--- src/rtl/qdp_pkg.sv ---
package qdp_pkg;

  typedef enum logic [3:0] {
    LS_IDLE,
    LS_ADDR,
    LS_ADDR_ACK,
    LS_INSTR,
    LS_INSTR_ACK,
    LS_WDATA,
    LS_WDATA_ACK,
    LS_RDATA,
    LS_RACK,
    LS_IGNORE
  } link_state_e;

  typedef struct packed {
    logic [1:0] chan;
    logic       mid;
    logic       sd;
    logic       o1;
    logic       o2;
  } instr_t;

  // Upper six bits of the instruction byte; bits 1:0 carry nothing.
  function automatic instr_t decode_instr(input logic [5:0] hi);
    instr_t r;
    r.chan = hi[5:4];
    r.mid  = hi[3];
    r.sd   = hi[2];
    r.o1   = hi[1];
    r.o2   = hi[0];
    return r;
  endfunction

endpackage

--- src/rtl/qdp_line_sync.sv ---
module qdp_line_sync #(
  parameter int STAGES = 2
) (
  input  logic clk,
  input  logic rst_n,
  input  logic scl_in,
  input  logic sda_in,
  output logic sda_lvl,
  output logic scl_rise,
  output logic scl_fall,
  output logic start_evt,
  output logic stop_evt
);
  localparam int TOP = STAGES - 1;

  logic [STAGES-1:0] scl_sh, sda_sh;
  logic              scl_d, sda_d, scl_lvl;

  generate
    if (STAGES == 1) begin : g_one
      always_ff @(posedge clk) begin
        if (!rst_n) begin
          scl_sh <= '1;
          sda_sh <= '1;
        end else begin
          scl_sh <= scl_in;
          sda_sh <= sda_in;
        end
      end
    end else begin : g_many
      always_ff @(posedge clk) begin
        if (!rst_n) begin
          scl_sh <= '1;
          sda_sh <= '1;
        end else begin
          scl_sh <= {scl_sh[STAGES-2:0], scl_in};
          sda_sh <= {sda_sh[STAGES-2:0], sda_in};
        end
      end
    end
  endgenerate

  always_ff @(posedge clk) begin
    if (!rst_n) begin
      scl_d <= 1'b1;
      sda_d <= 1'b1;
    end else begin
      scl_d <= scl_sh[TOP];
      sda_d <= sda_sh[TOP];
    end
  end

  assign scl_lvl   = scl_sh[TOP];
  assign sda_lvl   = sda_sh[TOP];
  assign scl_rise  = scl_lvl & ~scl_d;
  assign scl_fall  = ~scl_lvl & scl_d;
  assign start_evt = scl_lvl & scl_d & sda_d & ~sda_lvl;
  assign stop_evt  = scl_lvl & scl_d & ~sda_d & sda_lvl;

endmodule

--- src/rtl/qdp_link_fsm.sv ---
module qdp_link_fsm
  import qdp_pkg::*;
#(
  parameter int          DW      = 8,
  parameter int          HI_W    = 5,
  parameter logic [HI_W-1:0] ADDR_HI = 5'b01011
) (
  input  logic          clk,
  input  logic          rst_n,
  input  logic          sda_lvl,
  input  logic          scl_rise,
  input  logic          scl_fall,
  input  logic          start_evt,
  input  logic          stop_evt,
  input  logic [1:0]    strap,
  input  logic [DW-1:0] rd_word,
  output logic          instr_valid,
  output logic [DW-1:0] instr_byte,
  output logic          wr_valid,
  output logic [DW-1:0] wr_data,
  output logic          sda_pull,
  output link_state_e   state
);
  localparam int CW = $clog2(DW + 1);
  localparam logic [CW-1:0] FULL = CW'(DW);

  logic [DW-1:0] shreg, tx;
  logic [CW-1:0] bitcnt;
  logic          rnw, mack;
  logic          byte_done;

  assign byte_done = scl_fall && (bitcnt == FULL);

  always_ff @(posedge clk) begin
    if (!rst_n) begin
      state       <= LS_IDLE;
      shreg       <= '0;
      tx          <= '0;
      bitcnt      <= '0;
      rnw         <= 1'b0;
      mack        <= 1'b0;
      sda_pull    <= 1'b0;
      instr_valid <= 1'b0;
      instr_byte  <= '0;
      wr_valid    <= 1'b0;
      wr_data     <= '0;
    end else begin
      instr_valid <= 1'b0;
      wr_valid    <= 1'b0;
      if (start_evt) begin
        state    <= LS_ADDR;
        bitcnt   <= '0;
        sda_pull <= 1'b0;
      end else if (stop_evt) begin
        state    <= LS_IDLE;
        bitcnt   <= '0;
        sda_pull <= 1'b0;
      end else begin
        unique case (state)
          LS_ADDR, LS_INSTR, LS_WDATA: begin
            if (scl_rise) begin
              shreg  <= {shreg[DW-2:0], sda_lvl};
              bitcnt <= bitcnt + 1'b1;
            end else if (byte_done) begin
              bitcnt <= '0;
              if (state == LS_ADDR) begin
                if (shreg[DW-1:1] == {ADDR_HI, strap}) begin
                  sda_pull <= 1'b1;
                  rnw      <= shreg[0];
                  state    <= LS_ADDR_ACK;
                end else begin
                  state <= LS_IGNORE;
                end
              end else if (state == LS_INSTR) begin
                sda_pull    <= 1'b1;
                instr_valid <= 1'b1;
                instr_byte  <= shreg;
                state       <= LS_INSTR_ACK;
              end else begin
                sda_pull <= 1'b1;
                wr_valid <= 1'b1;
                wr_data  <= shreg;
                state    <= LS_WDATA_ACK;
              end
            end
          end
          LS_ADDR_ACK: begin
            if (scl_fall) begin
              bitcnt <= '0;
              if (rnw) begin
                tx       <= rd_word;
                sda_pull <= ~rd_word[DW-1];
                state    <= LS_RDATA;
              end else begin
                sda_pull <= 1'b0;
                state    <= LS_INSTR;
              end
            end
          end
          LS_INSTR_ACK, LS_WDATA_ACK: begin
            if (scl_fall) begin
              sda_pull <= 1'b0;
              state    <= LS_WDATA;
            end
          end
          LS_RDATA: begin
            if (scl_rise) begin
              bitcnt <= bitcnt + 1'b1;
            end else if (byte_done) begin
              bitcnt   <= '0;
              sda_pull <= 1'b0;
              state    <= LS_RACK;
            end else if (scl_fall) begin
              sda_pull <= ~tx[DW-2];
              tx       <= {tx[DW-2:0], 1'b0};
            end
          end
          LS_RACK: begin
            if (scl_rise) begin
              mack <= ~sda_lvl;
            end else if (scl_fall) begin
              if (mack) begin
                tx       <= rd_word;
                sda_pull <= ~rd_word[DW-1];
                state    <= LS_RDATA;
              end else begin
                state <= LS_IGNORE;
              end
            end
          end
          default: ;
        endcase
      end
    end
  end

endmodule

--- src/rtl/qdp_wiper_bank.sv ---
module qdp_wiper_bank
  import qdp_pkg::*;
#(
  parameter int          NCH = 4,
  parameter int          DW  = 8,
  parameter logic [DW-1:0] MID = 8'h80
) (
  input  logic              clk,
  input  logic              rst_n,
  input  logic              instr_valid,
  input  logic [DW-1:0]     instr_byte,
  input  logic              wr_valid,
  input  logic [DW-1:0]     wr_data,
  output logic [NCH*DW-1:0] wipers,
  output logic [DW-1:0]     rd_word,
  output logic              sd_q,
  output logic              o1_q,
  output logic              o2_q
);
  localparam int CHW = (NCH > 1) ? $clog2(NCH) : 1;

  instr_t         ins;
  logic [CHW-1:0] sel;

  assign ins = decode_instr(instr_byte[DW-1:DW-6]);

  always_ff @(posedge clk) begin
    if (!rst_n) begin
      sel  <= '0;
      sd_q <= 1'b0;
      o1_q <= 1'b0;
      o2_q <= 1'b0;
    end else if (instr_valid) begin
      sel  <= CHW'(ins.chan);
      sd_q <= ins.sd;
      o1_q <= ins.o1;
      o2_q <= ins.o2;
    end
  end

  generate
    for (genvar g = 0; g < NCH; g++) begin : g_ch
      always_ff @(posedge clk) begin
        if (!rst_n) begin
          wipers[g*DW +: DW] <= MID;
        end else if (instr_valid && ins.mid && (CHW'(ins.chan) == CHW'(g))) begin
          wipers[g*DW +: DW] <= MID;
        end else if (wr_valid && (sel == CHW'(g))) begin
          wipers[g*DW +: DW] <= wr_data;
        end
      end
    end
  endgenerate

  assign rd_word = wipers[sel*DW +: DW];

endmodule

--- src/rtl/qdp_i2c_slave.sv ---
module qdp_i2c_slave #(
  parameter int           STAGES  = 2,
  parameter logic [4:0]   ADDR_HI = 5'b01011
) (
  input  logic        clk,
  input  logic        rst_n,
  input  logic        scl_in,
  input  logic        sda_in,
  input  logic        strap_a1,
  input  logic        strap_a0,
  input  logic        shdn_n,
  output logic [31:0] wiper_codes,
  output logic        shutdown,
  output logic        logic_o1,
  output logic        logic_o2,
  output logic        sda_pull
);
  localparam int NCH = 4;
  localparam int DW  = 8;

  logic          sda_lvl, scl_rise, scl_fall, start_evt, stop_evt;
  logic          instr_valid, wr_valid, sd_q;
  logic [DW-1:0] instr_byte, wr_data, rd_word;
  qdp_pkg::link_state_e link_state;

  qdp_line_sync #(.STAGES(STAGES)) u_sync (
    .clk(clk), .rst_n(rst_n), .scl_in(scl_in), .sda_in(sda_in),
    .sda_lvl(sda_lvl), .scl_rise(scl_rise), .scl_fall(scl_fall),
    .start_evt(start_evt), .stop_evt(stop_evt)
  );

  qdp_link_fsm #(.DW(DW), .HI_W(5), .ADDR_HI(ADDR_HI)) u_link (
    .clk(clk), .rst_n(rst_n), .sda_lvl(sda_lvl),
    .scl_rise(scl_rise), .scl_fall(scl_fall),
    .start_evt(start_evt), .stop_evt(stop_evt),
    .strap({strap_a1, strap_a0}), .rd_word(rd_word),
    .instr_valid(instr_valid), .instr_byte(instr_byte),
    .wr_valid(wr_valid), .wr_data(wr_data),
    .sda_pull(sda_pull), .state(link_state)
  );

  qdp_wiper_bank #(.NCH(NCH), .DW(DW), .MID(8'h80)) u_bank (
    .clk(clk), .rst_n(rst_n),
    .instr_valid(instr_valid), .instr_byte(instr_byte),
    .wr_valid(wr_valid), .wr_data(wr_data),
    .wipers(wiper_codes), .rd_word(rd_word),
    .sd_q(sd_q), .o1_q(logic_o1), .o2_q(logic_o2)
  );

  assign shutdown = ~shdn_n | sd_q;

endmodule

--- config.mk ---
export PLATFORM = sky130hd
export DESIGN_NAME = qdp_i2c_slave
export DESIGN_NICKNAME = d
export VERILOG_FILES = /design/src/rtl/qdp_pkg.sv /design/src/rtl/qdp_line_sync.sv /design/src/rtl/qdp_link_fsm.sv /design/src/rtl/qdp_wiper_bank.sv /design/src/rtl/qdp_i2c_slave.sv
export SDC_FILE = /design/constraint.sdc
export NUM_CORES = 1
export LEC_CHECK = 0
export BUFFER_PORTS_ARGS = -buffer_cell sky130_fd_sc_hd__buf_2
export CAP_MARGIN = 10
export CORE_MARGIN = 1.5
export CORE_UTILIZATION = 58
export DETAILED_ROUTE_END_ITERATION = 8
export PLACE_DENSITY = 0.85
export SETUP_SLACK_MARGIN = 0.1
export SKIP_LAST_GASP = 1
export SYNTH_ARGS = -nofsm -noshare
export SYNTH_HDL_FRONTEND = slang
export SYNTH_SLANG_ARGS = --single-unit
--- constraint.sdc ---
create_clock -name clk -period 2.2 [get_ports clk]
set_clock_uncertainty 0.1 [all_clocks]
set_input_delay 0.33 -clock clk [delete_from_list [all_inputs] [get_ports clk]]
set_output_delay 0.33 -clock clk [all_outputs]
set_load 0.01 [all_outputs]
==> results of run 1 <==
## layout make-up
type                       count  area share (%)
tap                           77            2.16
clock inverter                 7            2.44
multi-input combinational    290            45.8
clock buffer                   9            2.78
sequential                    85            38.3
timing repair buffer          61            7.95
inverter                       6           0.505
## what timing repair did
item / 4_1_cts / 5_1_grt
gates cloned: 0 / 2
gates resized for setup: 2 / 17
setup endpoints to repair: 6 / 20
pin swaps: 0 / 2
buffers inserted: 0 / 0
## logic make-up after synthesis
logic type,count (synthesis)
AOI/OAI and AO/OA,64
DFF,85
muxes,50
and+or+nand+nor,168
buffers and inverters,30
adders and majority gates,2
xor gates and xnor gates,5
## final timing paths
kind,depth (start not counted),start,slack [ps],to
max,6,u_link.state[1],140,u_link.sda_pull
min,2,scl_in,50,u_sync.scl_sh[0]
max reg2reg,6,u_link.state[1],140,u_link.sda_pull
min reg2reg,1,u_sync.scl_sh[0],320,u_sync.scl_sh[1]
## critical path, cell delays in order, from the launching register on
cell and delay, ps:
dfxtp_1 490, buf_4 210, nand4b_1 310, a211oi_2 310, nor3b_1 80, or4_1 410, o31ai_1 80
## state kept, by name, summed over array words and instances (netlist names), 2 cells and up
name and count:
u_link.bitcnt 4, u_link.tx 7, u_sync.sda_sh 2, u_link.wr_data 8, u_link.shreg 8, u_sync.scl_sh 2, u_bank.sel 2, u_bank.wipers 32
u_link.state 4, u_link.instr_byte 6
## power by group through the flow
stage | sequential (µW) | combinational (µW) | clock [µW]
after global routing | 1550 | 69.9 | 1380
after CTS | 1550 | 62.2 | 1310
after detailed placement | 1580 | 61.8 | 0
after global placement | 1580 | 61.4 | 0
after floorplan | 1580 | 40.5 | 0
final | 1550 | 64.7 | 1300
## cell usage in the layout, fill, tap and decap left out, types with 2 or more instances in the layout
master	n
nor3b_4	2
bufinv_16	2
mux4_1	2
inv_8	2
dfxtp_2	5
a21oi_1	18
o31ai_1	2
nand3_1	16
nand4b_1	3
buf_2	43
o21ai_1	5
o21ai_0	4
dfxtp_1	80
nand2_1	60
mux2i_1	42
clkbuf_8	9
nand3b_1	5
nor2_1	25
a32oi_1	2
or3_1	2
a211o_1	2
nor3b_1	4
mux4_2	6
o211a_1	7
nor2b_1	21
a211oi_1	2
a21boi_0	12
a311oi_1	2
o2111a_2	2
buf_4	17
inv_6	3
and2_1	2
inv_1	6
xor2_1	4
nand2b_1	15
## per-stage QoR
step | hold WS [ps] | total power [µW] | setup WS, ps
detailed placement | 300 | 1640 | 102
global placement | 289 | 1640 | 184
global route | 40.3 | 3000 | 71.4
finish | 48.3 | 2910 | 144
floorplan | 286 | 1620 | 242
CTS | 36.1 | 2920 | 87.1
## routing by layer
metal	GRT usage, %	part of all wire [%]	vias up
met1	34.1	45	1517
met4	10.9	2.2	0
li1	-	-	1521
met2	42.8	48	91
met5	0	0	-
met3	7.18	4.7	22
==> flow_summary.ini, run 1 <==
[power]
ir_worst_vdd_mv = 0.582
swShare_pct = 23.1
combPwrFrac_pct = 2.2
p_int_uw = 2230
p_switching_uw = 673
power_density_nw_per_um2 = 652
seqPwrFrac_pct = 53.2
p_clk_share_pct = 44.6
power_leakage_uw = 0.00178

[clocking]
htree_levels = 3
clock_latency_ps = 370
clk_pin_slew_ps = 90
numCtsBuffers = 9
hold_buffers = 0
cts_buffer_depth = 2
tritoncts = yes
cts.sinks = 85
cts_root_buffer = clkbuf_8

[hold_path]
worstHoldPathType = in -> reg

[synthesis]
synth-xor-area-share_pct = 1.15
synth-adder-area-share_pct = 0.655
synth.distinct_cells = 50
syn_area_um2 = 3820
syn_nets = 413
synthArstFlopShare_pct = 0
ys_seq_elements = 85
synth_seq_area_share_pct = 44.6
synth_edf_count = 0
synth_top_family_by_area = simple AND/OR/NAND/NOR gates
synth_top_area_share_pct = 44.6
synth_compound_area_share_pct = 11.8
synth.most_common_cell = dfxtp_1
synth-simple-area-share_pct = 22.4
synth_commonest_cells = dfxtp_1 (85), nand2_1 (60), mux2i_1 (42)
synth_cells = 404
synth_mux_area_share_pct = 15.9
ys.flop_type = dfxtp_1
yosysWarnings = 0
synth_top_area_cell = dfxtp_1
synth_area_leaders = dfxtp_1 (45%), mux2i_1 (11%), nand2_1 (5.9%)
synth_area_per_cell_um2 = 9.45

[layout]
syn_to_final_growth_pct = 16.7
multi_input_area_um2 = 2040
nNetsFinal = 462
antenna_cells = 0
fillers = 453
layout.cells.non_filler = 535
drive_gt1_share_pct = 22.1
final_core_util_pct = 70.2
design_area_um2 = 4460
seq_area_um2 = 1710

[placed_design]
post-place-cells = 517
hpwl_um = 6110
place_congestion = 0.952
numPortBuffers = 42
place_area_um2 = 4150

[route]
drt-pass1-iter-count = 4
antenna_left = 0
drc_errors = 0
vias_per_cell = 5.89
wl_per_cell_um = 16.9
vias = 3151
drt-total-wl_um = 9050
drt_iter0_drc = 149

[grt]
grt_pass1_wl_um = 14900
grt_antenna_before_repair = 0
gr-usage-all-layers_pct = 26.6
grt_pass1_vias = 3030
grt_overflow_total = 0
grt_max_degree = 51

[sta]
finalHoldViolations = 0
finalSetupViolCount = 0
timing.fmax_mhz = 486
fin_crit_ps = 2060
worstMarginPinSlew_ps = 645
rsz0062_at_grt = no
fin_crit_sh_pct = 93.5
slew_violations = 0
slew_headroom_pct = 56.7
final.setup.tns_ps = 0

[setup_path]
cp.arrival_ps = 2240
crit_required_ps = 2380
startpoint_type = flip-flop
crit_type = reg -> reg
worst_setup_path_end_kind = flip-flop
worst-path-max-fanout = 7

[floorplan]
fp-row-count = 29
ioPinCount = 43
core_um2 = 6350
die_w_um = 84.1
die_y_um = 84.1
start_util_pct = 60.1
die_area_um2 = 7080

[run_status]
outcome = complete, no violations

[job]
maxCapViolations = 0
No activity file was read; power rests on OpenSTA's default activity.
==> run 2: changes to the inputs <==
==> constraint.sdc (replaced) <==
create_clock -name clk -period 2.2 [get_ports clk]
set_clock_uncertainty 0.1 [all_clocks]
set_input_delay 0.11 -clock clk [delete_from_list [all_inputs] [get_ports clk]]
set_output_delay 0.11 -clock clk [all_outputs]
set_load 0.01 [all_outputs]
==> run 2 against run 1 <==
Global-route usage decreased by 1.2 points. Sequential cell count did not move. Worst setup slack gained 62 ps. Hold slack got worse by 27 ps. Die area stayed put. Total power shrank 7.1%. Utilization shrank 0.079 points. Count of clock-buffer cells in the layout is 1 higher. Critical endpoint unchanged.
==> flow_summary.ini, run 2 (synthesis results as in run 1) <==
[run_status]
outcome = complete, no violations

[clocking]
clock_latency_ps = 360
numCtsBuffers = 9
cts.sinks = 85
clk_pin_slew_ps = 90
cts_buffer_depth = 2
cts_root_buffer = clkbuf_8
htree_levels = 3
tritoncts = yes

[sta]
worstMarginPinSlew_ps = 754
timing.fmax_mhz = 501
finalHoldViolations = 0
slew_violations = 0
slew_headroom_pct = 49.4
setup_ws_ps = 206
fin_crit_sh_pct = 90.6
finalSetupViolCount = 0
fin_crit_ps = 1990
rsz0062_at_grt = no
final.setup.tns_ps = 0

[route]
vias_per_cell = 5.87
wl_per_cell_um = 16.8
drt-pass1-iter-count = 4
drt_iter0_drc = 174
antenna_left = 0
drt-total-wl_um = 9040
drc_errors = 0
vias = 3163

[setup_path]
cp.arrival_ps = 2170
crit_type = reg -> reg
worst-path-max-fanout = 2
startpoint_type = flip-flop
critPathBufInv = 0
cp_top_family = multiplexers
worst_setup_path_end_kind = flip-flop
worstPathCellList = mux4_2 > a2111oi_2 > nor3b_1 > or4_1 > o31ai_1
crit_required_ps = 2370
crit_path_max_incr_delay_ps = 520
crit_slowest_cell = mux4_2

[grt]
grt_max_degree = 35
grt_overflow_total = 0
grt_pass1_vias = 2992
gr-usage-all-layers_pct = 25.4
grt_antenna_before_repair = 0
grt_pass1_wl_um = 14300

[placed_design]
hpwl_um = 6210
numPortBuffers = 42
place_congestion = 0.938
dpl_worst_slack_ps = 78.3

[layout]
multi_input_area_um2 = 2040
fillers = 463
nNetsFinal = 466
seq_area_um2 = 1710
top_register = u_bank.wipers
syn_to_final_growth_pct = 16.5
reg_top3 = u_bank.wipers x32, u_link.shreg x8, u_link.wr_data x8
drive_gt1_share_pct = 22.5
antenna_cells = 0
final_cell_mix = dfxtp_1 (78), nand2_1 (59), buf_2 (43)
final_common_cell = dfxtp_1
largest_register_ffs = 32

[hold_path]
worstHoldPathType = in -> reg

[power]
power_uw = 2700
p_clk_share_pct = 40.3
seqPwrFrac_pct = 57.2
combPwrFrac_pct = 2.5
swShare_pct = 24.4
power_density_nw_per_um2 = 607
ir_worst_vdd_mv = 0.702
p_int_uw = 2040
power_leakage_uw = 0.00178
p_switching_uw = 660

[job]
maxCapViolations = 0

[floorplan]
ioPinCount = 43
die_w_um = 84.1
fp-row-count = 29
die_y_um = 84.1
core_um2 = 6350
start_util_pct = 60.1
die_area_um2 = 7080
## run 2: changes by cell type in the layout (fill, tap and decap cells not counted), moves of 2 or more
cell	previous run	this run
bufinv_16	2	0
buf_4	17	20
dlygate4sd3_1	0	2
dfxtp_1	80	78
dfxtp_2	5	7
## run 2: area by class of cell
| cell class | instances | share of cell area, % |
|---|---|---|
| inverter | 6 | 0.506 |
| clock inverter | 6 | 1.29 |
| clock buffer | 10 | 3.09 |
| tap | 77 | 2.16 |
| timing repair buffer | 65 | 8.66 |
| sequential | 85 | 38.4 |
| multi-input combinational | 290 | 45.9 |
## run 2: power groups by stage
stage                     logic [µW]  registers, µW  clock network [µW]
final                           66.6           1550                1090
after global routing            72.7           1550                1160
after CTS                       64.9           1550                1100
after detailed placement        61.6           1580                   0
after global placement          60.2           1580                   0
after floorplan                 40.5           1580                   0
## run 2: repair_timing
item / 4_1_cts / 5_1_grt
setup buffers: 0 / 2
gates cloned: 0 / 2
pin swaps: 0 / 1
resized for setup: 1 / 18
setup endpoints to repair: 2 / 21
endpoints found under the hold margin: 2 / 0
hold buffers: 2 / 0
## run 2: stage by stage
step | hold WS, ps | area [µm²] | utilization, % | cells
2_1_floorplan | 111 | 3820 | - | 404
3_3_place_gp | 195 | 4150 | 65.3 | 517
3_5_place_dp | 195 | 4150 | 65.3 | 517
4_1_cts | 6.91 | 4360 | 68.7 | 535
5_1_grt | 28.2 | 4450 | 70.1 | 539
6_report | 21.0 | 4450 | 70.1 | 539
## run 2: layer usage
metal | wire length [µm] | track usage [%] | vias up | share of wire (%)
met5 | 0 | 0 | - | 0
met4 | 131 | 7.90 | 0 | 1.4
met3 | 481 | 5.70 | 17 | 5.3
met2 | 4490 | 42.4 | 106 | 50
met1 | 3940 | 33.1 | 1510 | 44
li1 | - | - | 1530 | -
## run 2: worst paths after layout
kind	startpoint	endpoint	slack, ps	cells past startpoint
hold reg to reg	u_sync.sda_sh[0]	u_sync.sda_sh[1]	320	1
hold / removal	rst_n	u_sync.scl_d	20	2
setup reg to reg	u_bank.sel[1]	u_link.sda_pull	210	5
setup / recovery	u_bank.sel[1]	u_link.sda_pull	210	5
==> run 3: changes to the inputs <==
==> constraint.sdc (replaced) <==
create_clock -name clk -period 2.2 [get_ports clk]
set_clock_uncertainty 0.1 [all_clocks]
set_input_delay 0.44 -clock clk [delete_from_list [all_inputs] [get_ports clk]]
set_output_delay 0.44 -clock clk [all_outputs]
set_load 0.01 [all_outputs]
==> run 3 against run 2 <==
Clock power up 12%. Sequential share of layout area grew 0.10 points. Sequential power about the same. First-iteration DRC count is 25% lower. Non-clock buffer count stayed put. Worst setup slack lost 12 ps.
==> flow_summary.ini, run 3 (synthesis results as in run 1) <==
[placed_design]
place_congestion = 0.874
hpwl_um = 6170
numPortBuffers = 42

[layout]
reg_top3 = u_bank.wipers x32, u_link.shreg x8, u_link.wr_data x8
largest_register_ffs = 32
final_cell_mix = dfxtp_1 (82), nand2_1 (60), buf_2 (43)
syn_to_final_growth_pct = 15.9
nNetsFinal = 465
antenna_cells = 0
drive_gt1_share_pct = 21.0
top_register = u_bank.wipers
final_common_cell = dfxtp_1

[clocking]
clock_latency_ps = 350
tritoncts = yes
numCtsBuffers = 9
clk_pin_slew_ps = 90
cts_buffer_depth = 2
cts.sinks = 85
hold_buffers = 0
htree_levels = 3
cts_root_buffer = clkbuf_8

[sta]
worstMarginPinSlew_ps = 639
finalHoldViolations = 0
fin_hold_ws_ps = 164
fin_crit_sh_pct = 91.2
final.setup.tns_ps = 0
timing.fmax_mhz = 499
fin_crit_ps = 2010
slew_violations = 0
rsz0062_at_grt = no
finalSetupViolCount = 0
slew_headroom_pct = 57.1

[setup_path]
crit_required_ps = 2340
worst-path-max-fanout = 6
startpoint_type = flip-flop
crit_start = u_link.bitcnt[0]
cp.arrival_ps = 2150
worst_setup_path_end_kind = flip-flop
crit_type = reg -> reg
rr_startpoint = u_link.bitcnt[0]

[power]
ir_worst_vdd_mv = 0.584
power_leakage_uw = 0.00178
power_density_nw_per_um2 = 639

[job]
maxCapViolations = 0

[floorplan]
die_y_um = 84.1
die_area_um2 = 7080
start_util_pct = 60.1
core_um2 = 6350
die_w_um = 84.1
ioPinCount = 43
fp-row-count = 29

[route]
antenna_left = 0
drt_iter0_drc = 130
wl_per_cell_um = 16.5
drc_errors = 0
drt-total-wl_um = 8870
drt-pass1-iter-count = 4
vias = 3145
vias_per_cell = 5.85

[grt]
grt_antenna_before_repair = 0
grt_pass1_wl_um = 14200
grt_pass1_vias = 2974
grt_max_degree = 51
grt_overflow_total = 0
gr-usage-all-layers_pct = 25.2

[hold_path]
worstHoldStart = sda_in
worstHoldPathType = in -> reg

[run_status]
outcome = complete, no violations
-- run 3: changes by cell type in the layout (fill, tap and decap cells not counted), sizes merged --
cell / change
bufinv: +2
dlygate4sd3: -2
buf: +2
clkbuf: -1
clkinvlp: +2
clkinv: +1
inv: -4
o2111a: -1
-- run 3: routing by layer --
| metal | share of wire (%) | global-route usage, % | vias to the layer above | routed length (µm) |
|---|---|---|---|---|
| li1 | - | - | 1517 | - |
| met1 | 43 | 32.6 | 1487 | 3860 |
| met2 | 47 | 40.3 | 115 | 4190 |
| met3 | 6.0 | 5.11 | 26 | 529 |
| met4 | 3.3 | 12.8 | 0 | 289 |
| met5 | 0 | 0 | - | 0 |
-- run 3: report_power, final --
group	switching (µW)	internal [µW]	total (µW)	leakage, µW
Sequential	4.36	1540	1550	0.000687
Clock	574	645	1220	0.000106
Combinational	39.2	25.6	64.8	0.000982
-- run 3: through the flow --
step                      power, µW  worst slack (ps)  utilization [%]  std cells  area (µm²)
after floorplan                1620               242                -        404        3820
after global placement         1640               169             65.8        521        4180
after CTS                      2840               101             69.3        537        4400
final                          2830               194             69.7        538        4430
after detailed placement       1650               112             65.8        521        4180
after global routing           2920               101             69.7        538        4430
-- run 3: timing repair --
| action | in CTS | in global routing |
|---|---|---|
| setup endpoints to repair | 0 | 20 |
| setup buffers | 0 | 0 |
| resized for setup | 0 | 9 |
-- run 3: area by class of cell --
class / instances / area [µm²]
clock buffer: 9 / 124
inverter: 6 / 22.5
clock inverter: 7 / 97.6
timing repair buffer: 65 / 380
multi-input combinational: 289 / 2000
tap: 77 / 96.3
fill: 463 / 1920
sequential: 85 / 1710
-- run 3: final timing paths --
path                                          end  slack [ps]  cells past startpoint
worst min-delay path             u_sync.sda_sh[0]         160                      2
worst max-delay path            u_link.wr_data[4]         190                      8
worst max register to register  u_link.wr_data[4]         190                      8
worst min register to register   u_sync.sda_sh[1]         310                      1
-- run 3: worst max-delay path, stage by stage (launching register included) --
cell,delay [ps]
dfxtp_2,350
inv_1,60
ha_1,180
nand3b_1,110
or3_4,380
nor3b_4,200
buf_4,200
mux2i_1,250
nor2b_1,60
